### src/rtl/spi_flash_pkg.sv
package spi_flash_pkg;
  localparam int unsigned WORD_W = 32;

  localparam logic [3:0] OFF_CFG  = 4'h0;
  localparam logic [3:0] OFF_CTRL = 4'h8;
  localparam logic [3:0] OFF_DATA = 4'hC;

  localparam int unsigned CFG_RD_BIG  = 28;
  localparam int unsigned CFG_WR_BIG  = 27;
  localparam int unsigned CTL_CS0     = 31;
  localparam int unsigned CTL_CS1     = 30;
  localparam int unsigned CTL_LEN_HI  = 29;
  localparam int unsigned CTL_LEN_LO  = 28;
  localparam int unsigned CTL_READY   = 27;
  localparam int unsigned CTL_SEL     = 24;

  function automatic logic [WORD_W-1:0] swap_bytes(input logic [WORD_W-1:0] w);
    return {w[7:0], w[15:8], w[23:16], w[31:24]};
  endfunction
endpackage

### src/rtl/spi_flash_regs.sv
module spi_flash_regs
  import spi_flash_pkg::*;
(
  input  logic              clk,
  input  logic              rst_n,
  input  logic              wr_cfg,
  input  logic              wr_ctrl,
  input  logic [WORD_W-1:0] wdata,
  input  logic              eng_busy,
  output logic              rd_big,
  output logic              wr_big,
  output logic              cs0_n,
  output logic              cs1_n,
  output logic [1:0]        len_m1,
  output logic [WORD_W-1:0] cfg_word,
  output logic [WORD_W-1:0] ctrl_word
);
  logic       rd_big_q, rd_big_d;
  logic       wr_big_q, wr_big_d;
  logic       cs0_q, cs0_d;
  logic       cs1_q, cs1_d;
  logic [1:0] len_q, len_d;
  logic       sel_q, sel_d;

  always_comb begin
    rd_big_d = rd_big_q;
    wr_big_d = wr_big_q;
    cs0_d    = cs0_q;
    cs1_d    = cs1_q;
    len_d    = len_q;
    sel_d    = sel_q;
    if (wr_cfg) begin
      rd_big_d = wdata[CFG_RD_BIG];
      wr_big_d = wdata[CFG_WR_BIG];
    end
    if (wr_ctrl) begin
      cs0_d = wdata[CTL_CS0];
      cs1_d = wdata[CTL_CS1];
      len_d = wdata[CTL_LEN_HI:CTL_LEN_LO];
      sel_d = wdata[CTL_SEL];
    end
  end

  always_ff @(posedge clk or negedge rst_n) begin
    if (!rst_n) begin
      rd_big_q <= 1'b0;
      wr_big_q <= 1'b0;
      cs0_q    <= 1'b1;
      cs1_q    <= 1'b1;
      len_q    <= 2'd0;
      sel_q    <= 1'b0;
    end else begin
      rd_big_q <= rd_big_d;
      wr_big_q <= wr_big_d;
      cs0_q    <= cs0_d;
      cs1_q    <= cs1_d;
      len_q    <= len_d;
      sel_q    <= sel_d;
    end
  end

  always_comb begin
    cfg_word             = '0;
    cfg_word[CFG_RD_BIG] = rd_big_q;
    cfg_word[CFG_WR_BIG] = wr_big_q;
    ctrl_word                       = '0;
    ctrl_word[CTL_CS0]              = cs0_q;
    ctrl_word[CTL_CS1]              = cs1_q;
    ctrl_word[CTL_LEN_HI:CTL_LEN_LO] = len_q;
    ctrl_word[CTL_READY]            = ~eng_busy;
    ctrl_word[CTL_SEL]              = sel_q;
  end

  assign rd_big = rd_big_q;
  assign wr_big = wr_big_q;
  assign cs0_n  = cs0_q;
  assign cs1_n  = cs1_q;
  assign len_m1 = len_q;
endmodule

### src/rtl/spi_flash_engine.sv
module spi_flash_engine
  import spi_flash_pkg::*;
#(
  parameter int unsigned DIV = 4
)(
  input  logic              clk,
  input  logic              rst_n,
  input  logic              start,
  input  logic              start_rd,
  input  logic [1:0]        start_len,
  input  logic [WORD_W-1:0] start_tx,
  input  logic              miso,
  output logic              busy,
  output logic              rd,
  output logic              done,
  output logic [WORD_W-1:0] rx_word,
  output logic              sclk,
  output logic              mosi
);
  localparam int unsigned HALF = DIV / 2;
  localparam int unsigned CW   = $clog2(HALF + 1);

  logic              busy_q, busy_d;
  logic              rd_q, rd_d;
  logic              sclk_q, sclk_d;
  logic [CW-1:0]     div_q, div_d;
  logic [4:0]        bit_q, bit_d;
  logic [1:0]        len_q, len_d;
  logic [WORD_W-1:0] tx_q, tx_d;
  logic [WORD_W-1:0] rx_q, rx_d;
  logic              tick, last;

  assign tick = (div_q == CW'(HALF - 1));
  assign last = (bit_q == {len_q, 3'b111});

  always_comb begin
    busy_d = busy_q;
    rd_d   = rd_q;
    sclk_d = sclk_q;
    div_d  = div_q;
    bit_d  = bit_q;
    len_d  = len_q;
    tx_d   = tx_q;
    rx_d   = rx_q;
    if (start) begin
      busy_d = 1'b1;
      rd_d   = start_rd;
      len_d  = start_len;
      tx_d   = start_tx;
      rx_d   = '0;
      bit_d  = '0;
      div_d  = '0;
      sclk_d = 1'b0;
    end else if (busy_q) begin
      if (tick) begin
        div_d = '0;
        if (!sclk_q) begin
          sclk_d = 1'b1;
          rx_d   = {rx_q[WORD_W-2:0], miso};
        end else begin
          sclk_d = 1'b0;
          if (last) begin
            busy_d = 1'b0;
          end else begin
            bit_d = bit_q + 5'd1;
            tx_d  = {tx_q[WORD_W-2:0], 1'b0};
          end
        end
      end else begin
        div_d = div_q + CW'(1);
      end
    end
  end

  always_ff @(posedge clk or negedge rst_n) begin
    if (!rst_n) begin
      busy_q <= 1'b0;
      rd_q   <= 1'b0;
      sclk_q <= 1'b0;
      div_q  <= '0;
      bit_q  <= '0;
      len_q  <= '0;
      tx_q   <= '0;
      rx_q   <= '0;
    end else begin
      busy_q <= busy_d;
      rd_q   <= rd_d;
      sclk_q <= sclk_d;
      div_q  <= div_d;
      bit_q  <= bit_d;
      len_q  <= len_d;
      tx_q   <= tx_d;
      rx_q   <= rx_d;
    end
  end

  assign busy    = busy_q;
  assign rd      = rd_q;
  assign done    = busy_q & tick & sclk_q & last;
  assign rx_word = rx_q << {~len_q, 3'b000};
  assign sclk    = sclk_q;
  assign mosi    = busy_q & ~rd_q & tx_q[WORD_W-1];
endmodule

### src/rtl/spi_flash_master.sv
module spi_flash_master
  import spi_flash_pkg::*;
#(
  parameter int unsigned DIV    = 4,
  parameter int unsigned ADDR_W = 4
)(
  input  logic              clk,
  input  logic              rst_n,
  input  logic              bus_req,
  input  logic              bus_we,
  input  logic [ADDR_W-1:0] bus_addr,
  input  logic [31:0]       bus_wdata,
  output logic [31:0]       bus_rdata,
  output logic              bus_ack,
  output logic              spi_sclk,
  output logic              spi_mosi,
  input  logic              spi_miso,
  output logic              spi_cs0_n,
  output logic              spi_cs1_n
);
  logic              ack_q, ack_d;
  logic [WORD_W-1:0] rdata_q, rdata_d;
  logic              pend_q, pend_d;
  logic              wr_cfg, wr_ctrl;
  logic              eng_start, eng_start_rd;
  logic              eng_busy, eng_rd, eng_done;
  logic [WORD_W-1:0] eng_rx, tx_word, rx_result;
  logic              rd_big, wr_big;
  logic [1:0]        len_m1;
  logic [WORD_W-1:0] cfg_word, ctrl_word;
  logic [3:0]        off;

  assign off       = bus_addr[3:0];
  assign tx_word   = wr_big ? bus_wdata : swap_bytes(bus_wdata);
  assign rx_result = rd_big ? eng_rx : swap_bytes(eng_rx);

  spi_flash_regs i_regs (
    .clk       (clk),
    .rst_n     (rst_n),
    .wr_cfg    (wr_cfg),
    .wr_ctrl   (wr_ctrl),
    .wdata     (bus_wdata),
    .eng_busy  (eng_busy),
    .rd_big    (rd_big),
    .wr_big    (wr_big),
    .cs0_n     (spi_cs0_n),
    .cs1_n     (spi_cs1_n),
    .len_m1    (len_m1),
    .cfg_word  (cfg_word),
    .ctrl_word (ctrl_word)
  );

  spi_flash_engine #(.DIV(DIV)) i_engine (
    .clk       (clk),
    .rst_n     (rst_n),
    .start     (eng_start),
    .start_rd  (eng_start_rd),
    .start_len (len_m1),
    .start_tx  (tx_word),
    .miso      (spi_miso),
    .busy      (eng_busy),
    .rd        (eng_rd),
    .done      (eng_done),
    .rx_word   (eng_rx),
    .sclk      (spi_sclk),
    .mosi      (spi_mosi)
  );

  always_comb begin
    ack_d        = 1'b0;
    rdata_d      = rdata_q;
    pend_d       = pend_q;
    wr_cfg       = 1'b0;
    wr_ctrl      = 1'b0;
    eng_start    = 1'b0;
    eng_start_rd = 1'b0;
    if (pend_q) begin
      if (eng_done) begin
        ack_d   = 1'b1;
        rdata_d = rx_result;
        pend_d  = 1'b0;
      end
    end else if (bus_req && !ack_q) begin
      case (off)
        OFF_CFG: begin
          ack_d   = 1'b1;
          rdata_d = cfg_word;
          wr_cfg  = bus_we;
        end
        OFF_CTRL: begin
          ack_d   = 1'b1;
          rdata_d = ctrl_word;
          wr_ctrl = bus_we;
        end
        OFF_DATA: begin
          if (!eng_busy) begin
            eng_start    = 1'b1;
            eng_start_rd = ~bus_we;
            if (bus_we) begin
              ack_d   = 1'b1;
              rdata_d = '0;
            end else begin
              pend_d = 1'b1;
            end
          end
        end
        default: begin
          ack_d   = 1'b1;
          rdata_d = '0;
        end
      endcase
    end
  end

  always_ff @(posedge clk or negedge rst_n) begin
    if (!rst_n) begin
      ack_q   <= 1'b0;
      rdata_q <= '0;
      pend_q  <= 1'b0;
    end else begin
      ack_q   <= ack_d;
      rdata_q <= rdata_d;
      pend_q  <= pend_d;
    end
  end

  assign bus_ack   = ack_q;
  assign bus_rdata = rdata_q;
endmodule

### config.mk
export PLATFORM = sky130hd
export DESIGN_NAME = spi_flash_master
export DESIGN_NICKNAME = d
export VERILOG_FILES = /design/src/rtl/spi_flash_pkg.sv /design/src/rtl/spi_flash_regs.sv /design/src/rtl/spi_flash_engine.sv /design/src/rtl/spi_flash_master.sv
export SDC_FILE = /design/constraint.sdc
export NUM_CORES = 1
export LEC_CHECK = 0
export BUFFER_PORTS_ARGS = -buffer_cell sky130_fd_sc_hd__buf_2
export CAP_MARGIN = 20
export CORE_MARGIN = 10
export CORE_UTILIZATION = 63
export DETAILED_ROUTE_END_ITERATION = 10
export GPL_TIMING_DRIVEN = 0
export HOLD_SLACK_MARGIN = 0.02
export PLACE_DENSITY_LB_ADDON = 0.15
export SLEW_MARGIN = 20
export SYNTH_ARGS = -nofsm -noshare
export SYNTH_HDL_FRONTEND = slang
export SYNTH_SLANG_ARGS = --single-unit
### constraint.sdc
create_clock -name clk -period 3.65 [get_ports clk]
set_input_delay 0.73 -clock clk [delete_from_list [all_inputs] [get_ports clk]]
set_output_delay 0.73 -clock clk [all_outputs]
set_load 0.05 [all_outputs]
-- Yosys cells after proc, flatten, opt, wreduce, memory -nomap -nowiden
Cells that the tools add are included.
- flip-flop bits (word level): 117
- input bits: 41
- add/subtract/negate cells: 2
- equality and inequality tests: 9
- shift-type cells: 1
- mux-type cells: 60
- bitwise logic cells: 9
- reductions and logical operators: 11
- operators with widths (operator ; count):
    32-bit two-way mux ; 16
    32-bit one-hot mux with 3 select lines ; 1
    1-bit two-way mux ; 35
    32-bit by 5-bit << shifter with 32-bit output ; 1
    5-bit two-way mux ; 5
    4-bit == test, second input constant ; 2
    4-bit AND reduction ; 2
    2-bit nonzero test ; 4
    2-bit two-way mux ; 3
    3-bit != test, second input constant ; 2
    5-bit by 1-bit adder with 5-bit output, second input constant ; 1
    1-bit bitwise AND ; 5
    5-bit == test ; 1
    4-bit zero test ; 1
    2-bit != test, second input constant ; 2
    1-bit inverter ; 3
    3-bit AND reduction ; 1
    2-bit by 1-bit adder with 2-bit output, second input constant ; 1
    2-bit by 1-bit == test with 1-bit output, second input constant ; 1
    2-bit by 1-bit != test with 1-bit output, second input constant ; 1
    2-bit inverter ; 1
    2-bit AND reduction ; 1
    1-bit logical AND ; 1
    1-bit zero test ; 1

-- Logic depth before layout (Yosys ltp)
Gate-level depths: netlist of the first run.
- depth in word-level cells: 6
- mapped depth: 7
- depth with buffers taken out: 5

-- Cells and area by module
Synthesis of the first run repeated with hierarchy kept, for this count alone.
- cells, all modules: 609
- area, all modules: 7363.3 um2
- by module, submodules not included (module ; times used ; cells an instance ; area an instance (um2)):
    spi_flash_engine ; 1 ; 298 ; 3887.5
    spi_flash_master ; 1 ; 232 ; 2738.9
    spi_flash_regs ; 1 ; 79 ; 737.0

-- Worst setup path after synthesis of the first run
OpenSTA, ideal clock, no wires.
- kind: reg2out
- start point: register i_engine.busy_q (netlist: i_engine.busy)
- end point: output spi_mosi
- arrival time: 1.703 ns
- required time: 2.920 ns
- path slack: 1.217 ns
- cell stages (with the launch flop): 3
- path through: dfrtp_1 inv_1 nor3b_1
- longest elaborated chain between the ends: 2
- RTL lines (element ; line ; source):
    from (decl) ; spi_flash_engine.sv:23 ; logic busy_q, busy_d;
    from (signal assigned) ; spi_flash_engine.sv:86 ; busy_q <= busy_d;
    1-bit bitwise AND (2 in a row) ; spi_flash_engine.sv:102 ; assign mosi = busy_q & ~rd_q & tx_q[WORD_W-1];
    to (decl) ; spi_flash_master.sv:16 ; output logic spi_mosi,
No other way between the ends.

-- Worst setup path after layout of the first run
Ends and elaborated chain as after synthesis.

==> run metrics, run 1 <==
Leak 3.30 nW; CTS tree done; Final Max Slew Viols 0; final setup fails 0; Synth Area in XOR/XNOR 0.871%; clk sinks 117; sequential share of the synthesized area 48.6%; Max Fanout on Critical Path 6; worst reg2reg setup slack 1.41 ns; post-synthesis mux area share 11.2%; H-tree depth 4; commonest non-fill, non-tap cell in the layout dfrtp_1; routed via count 5164; Power Dens Cells 830 nW/um^2; clock-pin slew on the worst setup and hold paths 0.06 ns; status complete, no violations; Final min period 2.53 ns; nets 680; Port Buf Inserts 76; starting density of the core 65.0%; CTS buffer count 17; Synth Register Bits 117; DRT antenna net count 0; commonest cells after routing, fill and taps aside dfrtp_1 (115), buf_2 (91), nand2_1 (81); Ys Warns 0; CP peak stage delay 0.48 ns; Unique masters post-synth 53; worst min path class primary input to async pin; Placeable Area 9280 sq um; fin crit share 69.4%; max-cap violations 0; DP HPWL 12200 microns; area delta synth->final 20.1%; crit path DAT 1.80 ns; placed inst area 6610 sq um; Fin. Hold Viols 0; initial antenna violation count 0; Netlist Area Pre-Place 6030 sq um; syn_nets 584; Post-Synth Simple-Gate Area 12.4%; cts hold-fix bufs 0; Via density 6.62; startpoint types flip-flop; RePlAce Congestion 0.942; IO Pins 78; Die Area 13900 sq um; post-CTS sizing 0; compound-cell area share of the yosys netlist 22.0%; Required @ worst endpoint 2.92 ns; TritonRoute pass-1 iters 8; Die Span Y 118 microns; pin count of the biggest net entering global routing 69; Die X-Extent 118 microns; Rel. slew slack 37.6%; CTS Buffer Depth 2; post-synthesis adder-cell area fraction 0.207%; synth top area cells dfrtp_1 (48%), mux2i_1 (6.5%), nand2_1 (5.0%); gr usage total 25.3%; number of flops mapped to enable cells by yosys 0; clock root cell clkbuf_8; Most used DFF post-synth dfrtp_1; Worst path slowest cell dfrtp_1; diodes inserted 0; Reg2Reg Depth 5; sequence of cells on the critical path inv_1, nor3b_1, buf_2; final instance area 7250 sq um; Synth top area share 47.7%; layout cells sized above 1 25.0%; grt total ovfl 0; syn_area_per_cell 11.1 sq um; Worst-Skew Late Latency 0.53 ns; largest family of logic cells by synthesized area compound AO/OA/AOI/OAI gates; Routed WL per cell 22.4 microns; ys async rst share 100%; FF-to-FF Start i_engine.len_q[0]; setup TNS 0 ns; DRT iter0 DRCs 525; first-pass GRT wire length 28200 microns; Post-Route WL 17400 microns; RR Endpoint bus_rdata[14]; RSZ-0062 raised after global routing no; CP Class flip-flop to primary output; VDD IR max 0.617 mV; Slew @ Worst Pin 0.929 ns; Worst setup EP type primary output; postcts setup bufs 0; Remaining DRCs 0; fmax 395 MHz; Worst Skew 0.0121 ns; Syn Inst Count 542; vias in the first global route 5191; area leader, netlist dfrtp_1; Site Rows 35
-- logic make-up after synthesis --
family | after synthesis
xor gates and xnor gates | 6
muxes | 61
AOI/OAI and AO/OA | 158
DFF | 117
adders and majority gates | 1
and+or+nand+nor | 140
buffers and inverters | 59
-- synthesized netlist by cell type, drive strengths merged, types with 2 or more instances --
cell,instances
a21oi,3
a221o,16
a22o,32
a22oi,22
a2bb2oi,4
and3,9
and3b,8
and4b,2
buf,35
clkbuf,18
dfrtp,115
dfstp,2
inv,6
mux2,19
mux2i,39
mux4,3
nand2,81
nand3,10
nand3b,2
nand4,3
nor2,8
nor2b,3
nor3,3
nor4,3
o211ai,4
o21a,5
o21ai,8
o221ai,31
o22ai,3
o2bb2ai,26
xnor2,3
xor2,3
-- sequential cells by signal, indices dropped and copies added (netlist names) --
| name | count |
|---|---|
| bus_rdata | 32 |
| i_engine.rx_q | 32 |
| i_engine.tx_q | 32 |
| i_engine.bit_q | 5 |
| i_engine.div_q | 2 |
| i_engine.len_q | 2 |
| i_regs.len_m1 | 2 |
| bus_ack | 1 |
| i_engine.busy | 1 |
| i_engine.rd | 1 |
| i_engine.sclk | 1 |
| i_regs.cs0_n | 1 |
| i_regs.cs1_n | 1 |
| i_regs.rd_big | 1 |
| i_regs.sel_q | 1 |
| i_regs.wr_big | 1 |
| pend_q | 1 |
-- power breakdown --
group / switching, W / internal, W / total, W
Clock: 0.000599 / 0.00119 / 0.00179
Sequential: 0.000322 / 0.00169 / 0.00201
Combinational: 0.00149 / 0.000718 / 0.00221
Total: 0.00241 / 0.00360 / 0.00601
-- critical path, delay by kind of cell (launching register included) --
kind	cells	cell delay (ns)
buf+inv	2	0.47
flops	1	0.48
simple gates	1	0.33
-- worst max path at each step --
stage / startpoint / to / slack [ns] / cells after the start
floorplan: i_engine.busy / spi_mosi / 1.22 / 2
global placement: rst_n / i_engine.tx_q[17] / 0.58 / 1
detailed placement: bus_addr[0] / i_engine.rx_q[31] / 1.18 / 6
CTS: i_engine.busy / spi_mosi / 1.14 / 3
global route: i_engine.busy / spi_mosi / 1.01 / 3
finish: i_engine.busy / spi_mosi / 1.12 / 3
-- final cells by class --
class | instances | area (sq um)
fill | 655 | 2040
multi-input combinational | 366 | 2820
sequential | 117 | 2930
tap | 129 | 161
buffer | 53 | 260
clock inverter | 13 | 205
clock buffer | 19 | 432
timing repair buffer | 77 | 414
inverter | 6 | 22.5
-- layer usage --
layer | vias to the layer above | GRT usage (%) | part of all wire [%]
met4 | 0 | 9.89 | 2.6
met2 | 309 | 38.0 | 45
met5 | - | 0 | 0
met3 | 46 | 8.25 | 9.7
met1 | 2543 | 33.2 | 42
li1 | 2266 | - | -
-- per-stage QoR --
stage          power (W)  setup WS (ns)  hold WS (ns)  std cells  utilization [%]
2_1_floorplan    0.00354           1.22         0.434        542                -
3_3_place_gp     0.00409          0.576         0.462        747             70.8
3_5_place_dp     0.00417           1.18         0.473        748             71.2
4_1_cts          0.00600           1.14         0.144        780             78.0
5_1_grt          0.00630           1.01         0.155        780             78.0
6_report         0.00601           1.12         0.137        780             78.0
(Power assumes the default switching activity.)
==> inputs of run 2 (changes only) <==
- CORE_UTILIZATION: 63 -> 52
- clock period: 3.65 -> 2.2 ns (I/O delays scaled with it)
==> run metrics, run 2 (synthesis results as in run 1) <==
status complete, no violations; Worst-Skew Late Latency 0.41 ns; gr usage total 20.2%; routed via count 5021; Required @ worst endpoint 2.52 ns; layout cells sized above 1 24.6%; clock root cell clkbuf_16; diodes inserted 0; commonest cells after routing, fill and taps aside dfrtp_1 (115), buf_2 (91), nand2_1 (81); first-pass GRT wire length 26400 microns; startpoint types flip-flop; fin crit share 92.9%; RSZ-0062 raised after global routing no; Site Rows 39; clock-pin slew on the worst setup and hold paths 0.05 ns; Die X-Extent 128 microns; Max Fanout on Critical Path 10; VDD IR max 1.01 mV; Leak 3.27 nW; Post-Route WL 16500 microns; DRT iter0 DRCs 567; postcts setup bufs 0; Fin. Hold Viols 0; starting density of the core 53.1%; CTS tree done; Total Power 0.00939 W; max-cap violations 0; Rel. slew slack 44.4%; fmax 489 MHz; Final Max Slew Viols 0; worst hold slack 0.266 ns; Routed WL per cell 20.8 microns; Worst Skew 0.00960 ns; Remaining DRCs 0; clk sinks 117; vias in the first global route 4933; commonest non-fill, non-tap cell in the layout dfrtp_1; final setup fails 0; Die Area 16300 sq um; pin count of the biggest net entering global routing 62; DP HPWL 12000 microns; CTS buffer count 17; Placeable Area 11400 sq um; H-tree depth 4; nets 681; IO Pins 78; Die Span Y 128 microns; CP Class flip-flop to flip-flop; Slew @ Worst Pin 0.834 ns; Port Buf Inserts 76; Worst setup EP type flip-flop; CTS Buffer Depth 2; Power Dens Cells 1310 nW/um^2; DRT antenna net count 0; Via density 6.33; grt total ovfl 0; worst min path class primary input to flip-flop; area delta synth->final 18.9%; TritonRoute pass-1 iters 5; Final min period 2.04 ns; RePlAce Congestion 0.926; crit path DAT 2.37 ns; initial antenna violation count 0
run 2: cell count changes in the layout (fill, tap and decap cells not counted), sizes merged:
cell,before,now
bufinv,5,0
clkbuf,37,43
clkinvlp,3,0
dlygate4sd3,0,1
run 2: final timing paths:
kind                                   startpoint                end  slack [ns]  cells after the start
worst min register to register      bus_rdata[13]      bus_rdata[13]        0.48                      1
worst min-delay path                     spi_miso   i_engine.rx_q[0]        0.27                      2
worst max-delay path            i_engine.len_q[0]  i_engine.tx_q[23]        0.16                      6
min in group asynchronous                   rst_n       bus_rdata[8]        0.58                      2
worst max register to register  i_engine.len_q[0]  i_engine.tx_q[23]        0.16                      6
max in group asynchronous                   rst_n       i_regs.cs0_n        0.89                      3
run 2: report_power, final:
group / switching (W) / internal [W]
registers: 0.000511 / 0.00281
logic: 0.00245 / 0.00120
clock network: 0.000895 / 0.00153
run 2: cell type report:
type                            count  area [sq um]
Fill cell                         899          4200
Sequential cell                   117          2930
Multi-Input combinational cell    366          2840
Clock buffer                       25           495
Timing Repair Buffer               78           424
Buffer                             53           260
Tap cell                          143           179
Clock inverter                      5          25.0
Inverter                            6          22.5
run 2: repair_timing:
action,in CTS,in global routing
gates resized for setup,0,3
hold buffers,1,0
endpoints found under the setup margin,0,22
hold endpoints to repair,13,0
run 2: worst max-delay path: stages (launching register included):
cell and delay (ns):
dfrtp_1 0.49, xor2_1 0.36, o31a_1 0.37, buf_2 0.30, buf_2 0.27, nand2_1 0.09
o221ai_1 0.07
run 2: through the flow:
| stage | TNS [ns] | setup WS [ns] | instance area, sq um | utilization, % | cells |
|---|---|---|---|---|---|
| floorplan | 0 | 0.0574 | 6030 | - | 542 |
| global placement | -72.57 | -0.638 | 6590 | 58.0 | 761 |
| detailed placement | -0.00583 | -0.00575 | 6630 | 58.3 | 762 |
| CTS | 0 | 0.109 | 7160 | 62.9 | 793 |
| global route | 0 | 0.0413 | 7170 | 63.1 | 793 |
| finish | 0 | 0.156 | 7170 | 63.1 | 793 |
run 2: per-layer routing:
layer  track usage (%)  wire [microns]  up-vias
met5                 0               0        -
met4              6.49             289        0
met3              6.08            1350       32
met2              28.1            6990      222
met1              29.3            7830     2483
li1                  -               -     2284
==> inputs of run 3 (changes only) <==
- REMOVE_ABC_BUFFERS: default -> 1
==> run metrics, run 3 (synthesis results as in run 1) <==
status complete, no violations; pin count of the biggest net entering global routing 75; Worst path slowest cell or4_4; diodes inserted 0; RR Endpoint i_engine.tx_q[22]; CP delay by family, top simple AND/OR/NAND/NOR gates; CP peak stage delay 0.82 ns; DP HPWL 10100 microns; Slew @ Worst Pin 0.807 ns; met2 usage 31.9%; routed via count 4800; FF-to-FF Start pend_q; IO Pins 78; Port Buf Inserts 77; Rel. slew slack 46.0%; Total Power 0.00982 W; Leak 3.27 nW; CTS buffer count 17; grt total ovfl 0; Post-Route WL 16200 microns; clk sinks 117; sequence of cells on the critical path or4_4, buf_12, nand2_1, o221ai_1; nets 641; grt met1 use 24.5%; initial antenna violation count 0; crit path DAT 2.36 ns; DRT antenna net count 0; final setup fails 0; Via density 6.36; gr usage total 19.4%; fmax 477 MHz; GRT Max-Usage Layer met2; Remaining DRCs 0; Final Max Slew Viols 0; Reg2Reg Depth 4; area delta synth->final 20.5%; worst min path class primary input to flip-flop; TritonRoute pass-1 iters 6; max-cap violations 0; Max Fanout on Critical Path 42; VDD IR max 0.865 mV; Worst Skew 0.0135 ns; Finished Core Util 63.9%; RSZ-0062 raised after global routing no; Placeable Area 11400 sq um; commonest non-fill, non-tap cell in the layout dfrtp_1; worst reg2reg setup slack 0.11 ns; clock-pin slew on the worst setup and hold paths 0.06 ns; CTS tree done; Worst-Skew Late Latency 0.42 ns; first-pass GRT wire length 25900 microns; clock root cell clkbuf_16; Routed WL per cell 21.4 microns; Site Rows 39; min-delay src spi_miso; fin crit share 95.2%; Critical path buffers and inverters 1; CP Class flip-flop to flip-flop; Die Span Y 128 microns; hold path depth 2; commonest cells after routing, fill and taps aside dfrtp_1 (111), nand2_1 (80), buf_2 (76); RePlAce Congestion 0.798; starting density of the core 53.1%; M3 GR Usage 5.09%; Required @ worst endpoint 2.47 ns; DRT iter0 DRCs 447; setup TNS 0 ns; layout cells sized above 1 27.1%; vias in the first global route 4847; H-tree depth 4; Power Dens Cells 1350 nW/um^2; Worst setup EP type flip-flop; WHS Endpoint i_engine.rx_q[0]; startpoint types flip-flop; Fin. Hold Viols 0; CTS Buffer Depth 2; Final min period 2.09 ns; Die X-Extent 128 microns; Die Area 16300 sq um
run 3: how the worst max path moves through the flow:
stage	from	to	slack (ns)	cells after the start
floorplan	i_engine.len_q[0]	i_engine.bit_q[3]	-0.95	4
global placement	i_engine.len_q[0]	i_engine.bit_q[4]	-1.79	4
detailed placement	i_regs.rd_big	bus_rdata[16]	-0.80	4
CTS	i_engine.len_q[0]	bus_rdata[3]	0.0007	6
global route	pend_q	i_engine.tx_q[4]	0.02	4
finish	pend_q	i_engine.tx_q[22]	0.11	4
run 3: power breakdown:
part	switching, W	leakage (nW)	internal [W]
combinational	0.00216	1.42	0.00120
sequential	0.000692	1.56	0.00280
clock	0.00101	0.292	0.00196
run 3: timing repair:
item,CTS,global route
endpoints found under the hold margin,43,0
cloned,1,0
setup buffers,5,2
hold buffers,1,0
resized for setup,8,6
pin swaps,3,0
setup endpoints to repair,62,46
run 3: layout make-up:
cell class / instances / area [sq um]
well taps: 143 / 179
inverters: 6 / 22.5
flip-flops and latches: 117 / 2940
clock inverters: 11 / 175
fillers: 909 / 4100
clock buffers: 21 / 460
multi-input cells: 367 / 2920
repair buffers: 90 / 576
run 3: layer usage:
layer | up-vias | share of wire (%)
li1 | 2195 | -
met1 | 2396 | 42
met2 | 183 | 50
met3 | 26 | 5.8
met4 | 0 | 1.8
met5 | - | 0
run 3: stage by stage:
step | hold slack (ns) | setup WS [ns] | cell area (sq um) | instances
2_1_floorplan | 0.144 | -0.953 | 5770 | 489
3_3_place_gp | 0.466 | -1.79 | 6340 | 709
3_5_place_dp | 0.400 | -0.801 | 6480 | 714
4_1_cts | 0.255 | 0.000713 | 7200 | 753
5_1_grt | 0.267 | 0.0152 | 7270 | 755
6_report | 0.256 | 0.105 | 7270 | 755
